===== src/rtl/i2cs_pkg.sv =====
package i2cs_pkg;

    typedef enum logic [1:0] {
        ST_IDLE,
        ST_ADDR,
        ST_ACTIVE,
        ST_SKIP
    } link_state_t;

endpackage


===== src/rtl/i2cs_line_sync.sv =====
module i2cs_line_sync #(
    parameter int STAGES = 2
) (
    input  logic clk,
    input  logic rst_n,
    input  logic scl_in,
    input  logic sda_in,
    output logic scl_lvl,
    output logic sda_lvl,
    output logic scl_rise,
    output logic scl_fall,
    output logic start_evt,
    output logic stop_evt
);

    localparam int DEPTH = (STAGES < 2) ? 2 : STAGES;

    logic [DEPTH-1:0] scl_pipe;
    logic [DEPTH-1:0] sda_pipe;
    logic             scl_prev;
    logic             sda_prev;

    always_ff @(posedge clk or negedge rst_n) begin
        if (!rst_n) begin
            scl_pipe <= '1;
            sda_pipe <= '1;
            scl_prev <= 1'b1;
            sda_prev <= 1'b1;
        end else begin
            scl_pipe <= {scl_pipe[DEPTH-2:0], scl_in};
            sda_pipe <= {sda_pipe[DEPTH-2:0], sda_in};
            scl_prev <= scl_pipe[DEPTH-1];
            sda_prev <= sda_pipe[DEPTH-1];
        end
    end

    assign scl_lvl   = scl_pipe[DEPTH-1];
    assign sda_lvl   = sda_pipe[DEPTH-1];
    assign scl_rise  = scl_lvl && !scl_prev;
    assign scl_fall  = !scl_lvl && scl_prev;
    assign start_evt = scl_lvl && scl_prev && sda_prev && !sda_lvl;
    assign stop_evt  = scl_lvl && scl_prev && !sda_prev && sda_lvl;

endmodule


===== src/rtl/i2cs_bit_counter.sv =====
module i2cs_bit_counter #(
    parameter int DATA_W = 8
) (
    input  logic clk,
    input  logic rst_n,
    input  logic clear,
    input  logic tick,
    input  logic single,
    output logic hit
);

    localparam int CW = $clog2(DATA_W + 1);
    localparam logic [CW-1:0] LAST_FULL = CW'(DATA_W - 1);

    logic [CW-1:0] cnt;
    logic [CW-1:0] last;

    assign last = single ? '0 : LAST_FULL;
    assign hit  = tick && !clear && (cnt == last);

    always_ff @(posedge clk or negedge rst_n) begin
        if (!rst_n) begin
            cnt <= '0;
        end else if (clear || hit) begin
            cnt <= '0;
        end else if (tick) begin
            cnt <= cnt + 1'b1;
        end
    end

    // the count never passes the byte length
    p_cnt_bound_r3: assert property (@(posedge clk) disable iff (!rst_n)
        cnt < CW'(DATA_W));

endmodule


===== src/rtl/i2cs_link_ctrl.sv =====
module i2cs_link_ctrl
    import i2cs_pkg::*;
#(
    parameter int ADDR_W = 7,
    parameter int DATA_W = 8
) (
    input  logic              clk,
    input  logic              rst_n,
    input  logic              scl_lvl,
    input  logic              sda_lvl,
    input  logic              scl_rise,
    input  logic              scl_fall,
    input  logic              start_evt,
    input  logic              stop_evt,
    input  logic              cnt_hit,
    input  logic [ADDR_W-1:0] own_addr,
    input  logic              stretch_off,
    input  logic              count_single,
    input  logic              wr_en,
    input  logic [DATA_W-1:0] wr_data,
    output logic              cnt_tick,
    output logic              cnt_clear,
    output logic              cnt_single,
    output logic              scl_pull,
    output logic              sda_pull,
    output logic              irq,
    output logic              ack_nack,
    output logic [DATA_W-1:0] rd_data
);

    localparam int PW = $clog2(DATA_W + 2);
    localparam logic [PW-1:0] ACK_SLOT = PW'(DATA_W);

    link_state_t       state;
    link_state_t       state_nx;
    logic [DATA_W-1:0] shreg;
    logic [DATA_W-1:0] rx_byte;
    logic              addr_match;
    logic              point;
    logic              out_bit;
    logic              await_wr;
    logic              stretch_pend;
    logic [PW-1:0]     frame_pos;
    logic              bus_evt;

    assign bus_evt    = start_evt || stop_evt;
    assign rx_byte    = {shreg[DATA_W-2:0], sda_lvl};
    assign addr_match = (rx_byte[DATA_W-1 -: ADDR_W] == own_addr);
    assign cnt_tick   = scl_rise && ((state == ST_ADDR) || (state == ST_ACTIVE));
    assign cnt_clear  = bus_evt;
    assign cnt_single = count_single && (state == ST_ACTIVE);
    assign point      = cnt_hit && (((state == ST_ADDR) && addr_match) || (state == ST_ACTIVE));

    // state register
    always_ff @(posedge clk or negedge rst_n) begin
        if (!rst_n) begin
            state <= ST_IDLE;
        end else begin
            state <= state_nx;
        end
    end

    // transition logic
    always_comb begin
        state_nx = state;
        if (start_evt) begin
            state_nx = ST_ADDR;
        end else if (stop_evt) begin
            state_nx = ST_IDLE;
        end else begin
            unique case (state)
                ST_IDLE:   state_nx = ST_IDLE;
                ST_ADDR:   if (cnt_hit) state_nx = addr_match ? ST_ACTIVE : ST_SKIP;
                ST_ACTIVE: state_nx = ST_ACTIVE;
                ST_SKIP:   state_nx = ST_SKIP;
                default:   state_nx = ST_IDLE;
            endcase
        end
    end

    // datapath and output registers
    always_ff @(posedge clk or negedge rst_n) begin
        if (!rst_n) begin
            shreg        <= '1;
            out_bit      <= 1'b1;
            await_wr     <= 1'b0;
            irq          <= 1'b0;
            stretch_pend <= 1'b0;
            scl_pull     <= 1'b0;
            frame_pos    <= '0;
            ack_nack     <= 1'b0;
        end else if (bus_evt) begin
            shreg        <= '1;
            out_bit      <= 1'b1;
            await_wr     <= 1'b0;
            irq          <= 1'b0;
            stretch_pend <= 1'b0;
            scl_pull     <= 1'b0;
            frame_pos    <= '0;
        end else begin
            if (wr_en) begin
                shreg <= wr_data;
            end else if (cnt_tick) begin
                shreg <= rx_byte;
            end

            if (state != ST_ACTIVE) begin
                out_bit <= 1'b1;
            end else if (wr_en && !scl_lvl) begin
                out_bit <= wr_data[DATA_W-1];
            end else if (scl_fall) begin
                out_bit <= await_wr ? 1'b1 : shreg[DATA_W-1];
            end

            if (wr_en) begin
                await_wr <= 1'b0;
            end else if (point) begin
                await_wr <= 1'b1;
            end

            if (point) begin
                irq <= 1'b1;
            end else if (wr_en) begin
                irq <= 1'b0;
            end

            if (point && !stretch_off) begin
                stretch_pend <= 1'b1;
            end else if (wr_en) begin
                stretch_pend <= 1'b0;
            end

            if (wr_en) begin
                scl_pull <= 1'b0;
            end else begin
                scl_pull <= stretch_pend && !scl_lvl;
            end

            if (cnt_tick) begin
                if (frame_pos == ACK_SLOT) begin
                    ack_nack  <= sda_lvl;
                    frame_pos <= '0;
                end else begin
                    frame_pos <= frame_pos + 1'b1;
                end
            end
        end
    end

    assign sda_pull = (state == ST_ACTIVE) && !out_bit;
    assign rd_data  = shreg;

    // data line stays put through a steady clock-high phase
    p_sda_quiet_high_r8: assert property (@(posedge clk) disable iff (!rst_n)
        (scl_lvl && $past(scl_lvl) && !$past(bus_evt)) |-> $stable(sda_pull));

    // a stretch ends only through a write or a bus condition
    p_hold_release_r6: assert property (@(posedge clk) disable iff (!rst_n)
        $fell(scl_pull) |-> $past(wr_en || bus_evt));

    // a write clears the interrupt unless a new point arrives
    p_irq_wr_clear_r6: assert property (@(posedge clk) disable iff (!rst_n)
        ($past(wr_en) && !$past(point) && !$past(bus_evt)) |-> !irq);

    // no stretch is armed while stretching is disabled
    p_no_arm_when_off_r7: assert property (@(posedge clk) disable iff (!rst_n)
        $rose(stretch_pend) |-> !$past(stretch_off));

    // a START leaves neither interrupt nor stretch behind
    p_start_clears_r11: assert property (@(posedge clk) disable iff (!rst_n)
        $past(start_evt) |-> (!irq && !scl_pull && !stretch_pend));

    // an unaddressed target is silent
    p_skip_silent_r2: assert property (@(posedge clk) disable iff (!rst_n)
        (state == ST_SKIP) |-> (!sda_pull && !scl_pull && !irq));

endmodule


===== src/rtl/i2c_stretch_slave.sv =====
module i2c_stretch_slave #(
    parameter int ADDR_W      = 7,
    parameter int DATA_W      = 8,
    parameter int SYNC_STAGES = 2
) (
    input  logic              clk,
    input  logic              rst_n,
    input  logic              scl_in,
    input  logic              sda_in,
    output logic              scl_pull,
    output logic              sda_pull,
    input  logic [ADDR_W-1:0] own_addr,
    input  logic              stretch_off,
    input  logic              count_single,
    input  logic              wr_en,
    input  logic [DATA_W-1:0] wr_data,
    output logic [DATA_W-1:0] rd_data,
    output logic              irq,
    output logic              ack_nack
);

    logic scl_lvl, sda_lvl, scl_rise, scl_fall, start_evt, stop_evt;
    logic cnt_tick, cnt_clear, cnt_single, cnt_hit;

    i2cs_line_sync #(.STAGES(SYNC_STAGES)) u_sync (
        .clk       (clk),
        .rst_n     (rst_n),
        .scl_in    (scl_in),
        .sda_in    (sda_in),
        .scl_lvl   (scl_lvl),
        .sda_lvl   (sda_lvl),
        .scl_rise  (scl_rise),
        .scl_fall  (scl_fall),
        .start_evt (start_evt),
        .stop_evt  (stop_evt)
    );

    i2cs_bit_counter #(.DATA_W(DATA_W)) u_cnt (
        .clk    (clk),
        .rst_n  (rst_n),
        .clear  (cnt_clear),
        .tick   (cnt_tick),
        .single (cnt_single),
        .hit    (cnt_hit)
    );

    i2cs_link_ctrl #(.ADDR_W(ADDR_W), .DATA_W(DATA_W)) u_ctrl (
        .clk          (clk),
        .rst_n        (rst_n),
        .scl_lvl      (scl_lvl),
        .sda_lvl      (sda_lvl),
        .scl_rise     (scl_rise),
        .scl_fall     (scl_fall),
        .start_evt    (start_evt),
        .stop_evt     (stop_evt),
        .cnt_hit      (cnt_hit),
        .own_addr     (own_addr),
        .stretch_off  (stretch_off),
        .count_single (count_single),
        .wr_en        (wr_en),
        .wr_data      (wr_data),
        .cnt_tick     (cnt_tick),
        .cnt_clear    (cnt_clear),
        .cnt_single   (cnt_single),
        .scl_pull     (scl_pull),
        .sda_pull     (sda_pull),
        .irq          (irq),
        .ack_nack     (ack_nack),
        .rd_data      (rd_data)
    );

endmodule


===== config.mk =====
export PLATFORM = sky130hd
export DESIGN_NAME = i2c_stretch_slave
export DESIGN_NICKNAME = d
export VERILOG_FILES = /design/src/rtl/i2cs_pkg.sv /design/src/rtl/i2cs_line_sync.sv /design/src/rtl/i2cs_bit_counter.sv /design/src/rtl/i2cs_link_ctrl.sv /design/src/rtl/i2c_stretch_slave.sv
export SDC_FILE = /design/constraint.sdc
export NUM_CORES = 1
export LEC_CHECK = 0
export ABC_AREA = 1
export BUFFER_PORTS_ARGS = -buffer_cell sky130_fd_sc_hd__buf_2
export CAP_MARGIN = 20
export CORE_ASPECT_RATIO = 1.5
export CORE_UTILIZATION = 44
export DETAILED_ROUTE_END_ITERATION = 12
export MAX_ROUTING_LAYER = met4
export PLACE_DENSITY = 0.69
export SLEW_MARGIN = 20
export SYNTH_ARGS = -nofsm -noshare
export SYNTH_HDL_FRONTEND = slang
export SYNTH_SLANG_ARGS = --single-unit

===== constraint.sdc =====
create_clock -name clk -period 1.6 [get_ports clk]
set_clock_uncertainty 0.05 [all_clocks]
set_input_delay 0.32 -clock clk [delete_from_list [all_inputs] [get_ports clk]]
set_output_delay 0.32 -clock clk [all_outputs]
set_load 0.1 [all_outputs]

==> results.yml <==
outcome:
  run_status: "finished with violations"
  violations: "negative setup slack"
worst_setup_path:
  end_kind: "output pin"
  required_ns: 1.23
  critPathKind: "flip-flop to output pin"
  cp_max_fo: 3
  critPathLaunchType: "flip-flop"
  arrival_ns: 1.26
logic_synthesis:
  synth.area.top_cells: "dfstp_2 24%, dfrtp_1 23%, nand2_1 11%"
  avgSynthCellArea_um2: 8.00
  synth-seq-cells: 30
  yosys_most_used_dff: "dfstp_2"
  synth_top_area_frac: 0.243
  syn_inst: 203
  ys_types: 24
  yosysTopAreaCell: "dfstp_2"
  async_reset_ff_frac: 1.00
  synth_edf_count: 0
  synth_area_um2: 1620
  yosysMostFrequentCell: "nand2_1"
  ys.warnings.count: 0
  syn-num-nets: 232
  synthTopCellsByCount: "47 x nand2_1, 31 x inv_1, 15 x dfrtp_1, 15 x dfstp_2, 14 x nor2_1"
  seq_area_frac_synth: 0.474
place:
  hpwlAfterDp_um: 2690
  dp_slack_ns: -0.0386
  port_buffers: 33
  dp.cells: 286
  routabilityCongestion: 0.792
pwr:
  swShare: 0.417
  p_per_area_nw_per_um2: 1560
  intPower_mw: 2.17
  p_leak_nw: 1.17
  total_power_mw: 3.72
  p_seq_frac: 0.312
  power_frac_clock: 0.199
  peakVddDrop_mv: 0.942
  power.switching_mw: 1.55
  p_comb_frac: 0.490
sta:
  worst_slack_ns: -0.0348
  timing.fmax_mhz: 612
  rsz0062_at_grt: "yes"
  relSlewSlack: 0.679
  final.period_utilization: 1.02
  setup_tns_ns: -0.0348
  tightest_slew_ns: 0.485
  final_max_slew_viol_count: 0
  setup_violations: 1
  hold_violations: 0
  finalCriticalPeriod_ns: 1.63
floorplanning:
  die_w_um: 51.6
  die_h_um: 76.4
  io_pins: 34
  dieArea_um2: 3940
  num_rows: 26
  core-area_um2: 3480
  start_util: 0.467
detailed_routing:
  dr.pass1.iters: 4
  ant_nets: 0
  wl_per_cell_um: 12.1
  vias_per_cell: 4.95
  drt_iter0_markers: 23
  wl_um: 3670
  drc_errors: 0
  vias: 1499
global_route:
  met3_usage: 0.0519
  antenna_found_initial: 0
  use_met1: 0.226
  grt_pass1_vias: 1414
  grt_use_total: 0.209
  busiest_layer: "met2"
  grt_max_degree: 17
  overflow: 0
  grt_util_met2: 0.349
  grt_pass1_wl_um: 5930
clock_network:
  numCtsBuffers: 5
  htreeDepth: 2
  cts_sinks: 30
  cts_root_buffer: "clkbuf_8"
  cts_tree: "done"
  clk_latency_ns: 0.29
  cts_max_path_buffers: 2
  clk_pin_slew_ns: 0.06
final_layout:
  finish.utilization: 0.684
  num_antenna_cells: 0
  syn_to_final_growth_pct: 46.6
  nNetsFinal: 289
  fin_cells: 303
  final_layout_size_suffix_gt1_frac: 0.429
min_path:
  hp-class: "input port to flip-flop"
run:
  maxCapViolations: 0
[cells in the final DEF, fill, tap and decap left out, drive strengths merged]
cell and instances:
a211oi 5, a21oi 12, a31oi 1, buf 54, clkbuf 8, dfrtp 15, dfstp 15, dlygate4sd3 1
ha 7, inv 35, nand2 48, nand3 12, nand3b 1, nor2 16, nor3 7, o21ai 21
o31ai 1, xnor2 1, xor2 1
[critical path, cell delays in order (launching register included)]
cell     delay [ns]
dfrtp_1        0.38
buf_6          0.12
ha_4           0.14
inv_4          0.05
nor2_4         0.11
buf_12         0.18
[layout make-up]
| class | instances | area (um2) |
|---|---|---|
| timing repair buffer | 55 | 495 |
| sequential | 30 | 796 |
| multi-input combinational | 133 | 787 |
| inverter | 35 | 139 |
| tap | 42 | 52.6 |
| clock buffer | 8 | 111 |
| fill | 266 | 1100 |
[cell families (layout without fill, tap and decap cells)]
logic type | after synthesis | count (layout) | share of synthesized area
XOR/XNOR | 2 | 2 | 0.0108
adder cells (fa/ha/maj) | 7 | 7 | 0.0539
buffers and inverters | 40 | 98 | 0.103
AND/OR/NAND/NOR | 84 | 84 | 0.225
flip-flops | 30 | 30 | 0.474
AO/OA/AOI/OAI | 40 | 40 | 0.133
[power groups by stage]
stage / Sequential, mW / Combinational [mW] / Clock [mW]
after floorplan: 1.54 / 0.631 / 0
after global placement: 1.16 / 1.49 / 0
after detailed placement: 1.17 / 1.52 / 0
after CTS: 1.16 / 1.62 / 0.756
after global routing: 1.18 / 1.98 / 0.781
final: 1.16 / 1.82 / 0.739
[routing by layer]
layer,vias up,wire (um)
li1,762,-
met1,686,1490
met2,43,1930
met3,8,169
met4,0,81
met5,-,0
[through the flow]
step / hold WS [ns] / area (um2)
after global routing: 0.0646 / 2380
after floorplan: -0.0256 / 1660
after CTS: 0.0694 / 2250
after detailed placement: 0.216 / 2080
final: 0.0796 / 2380
after global placement: 0.206 / 2080
[path summary, 6_finish.rpt]
check / startpoint / endpoint / slack, ns / depth (start not counted)
hold reg to reg: u_sync.scl_pipe[0] / u_sync.scl_pipe[1] / 0.30 / 0
max in group asynchronous: rst_n / u_sync.sda_pipe[1] / 0.57 / 3
hold / removal: scl_in / u_sync.scl_pipe[0] / 0.08 / 1
setup reg to reg: u_ctrl.state[1] / u_ctrl.state[1] / 0.02 / 11
setup / recovery: u_ctrl.state[1] / sda_pull / -0.03 / 5
min in group asynchronous: rst_n / u_ctrl.scl_pull / 0.43 / 2
[sequential cells by signal (all words and copies together) (netlist names)]
register,flops
u_ctrl.rd_data,8
u_cnt.cnt,4
u_ctrl.frame_pos,4
u_ctrl.state,2
u_sync.scl_pipe,2
u_sync.sda_pipe,2
u_ctrl.ack_nack,1
u_ctrl.await_wr,1
u_ctrl.irq,1
u_ctrl.out_bit,1
u_ctrl.scl_pull,1
u_ctrl.stretch_pend,1
u_sync.scl_prev,1
u_sync.sda_prev,1
[repair_timing]
action / 4_1_cts / 5_1_grt
pin swaps: 4 / 15
endpoints found under the hold margin: 11 / 0
buffers inserted: 2 / 6
setup endpoints to repair: 3 / 15
gates resized for setup: 9 / 31
hold buffers: 1 / 0
Note: power is estimated with default switching activity, not from simulation.
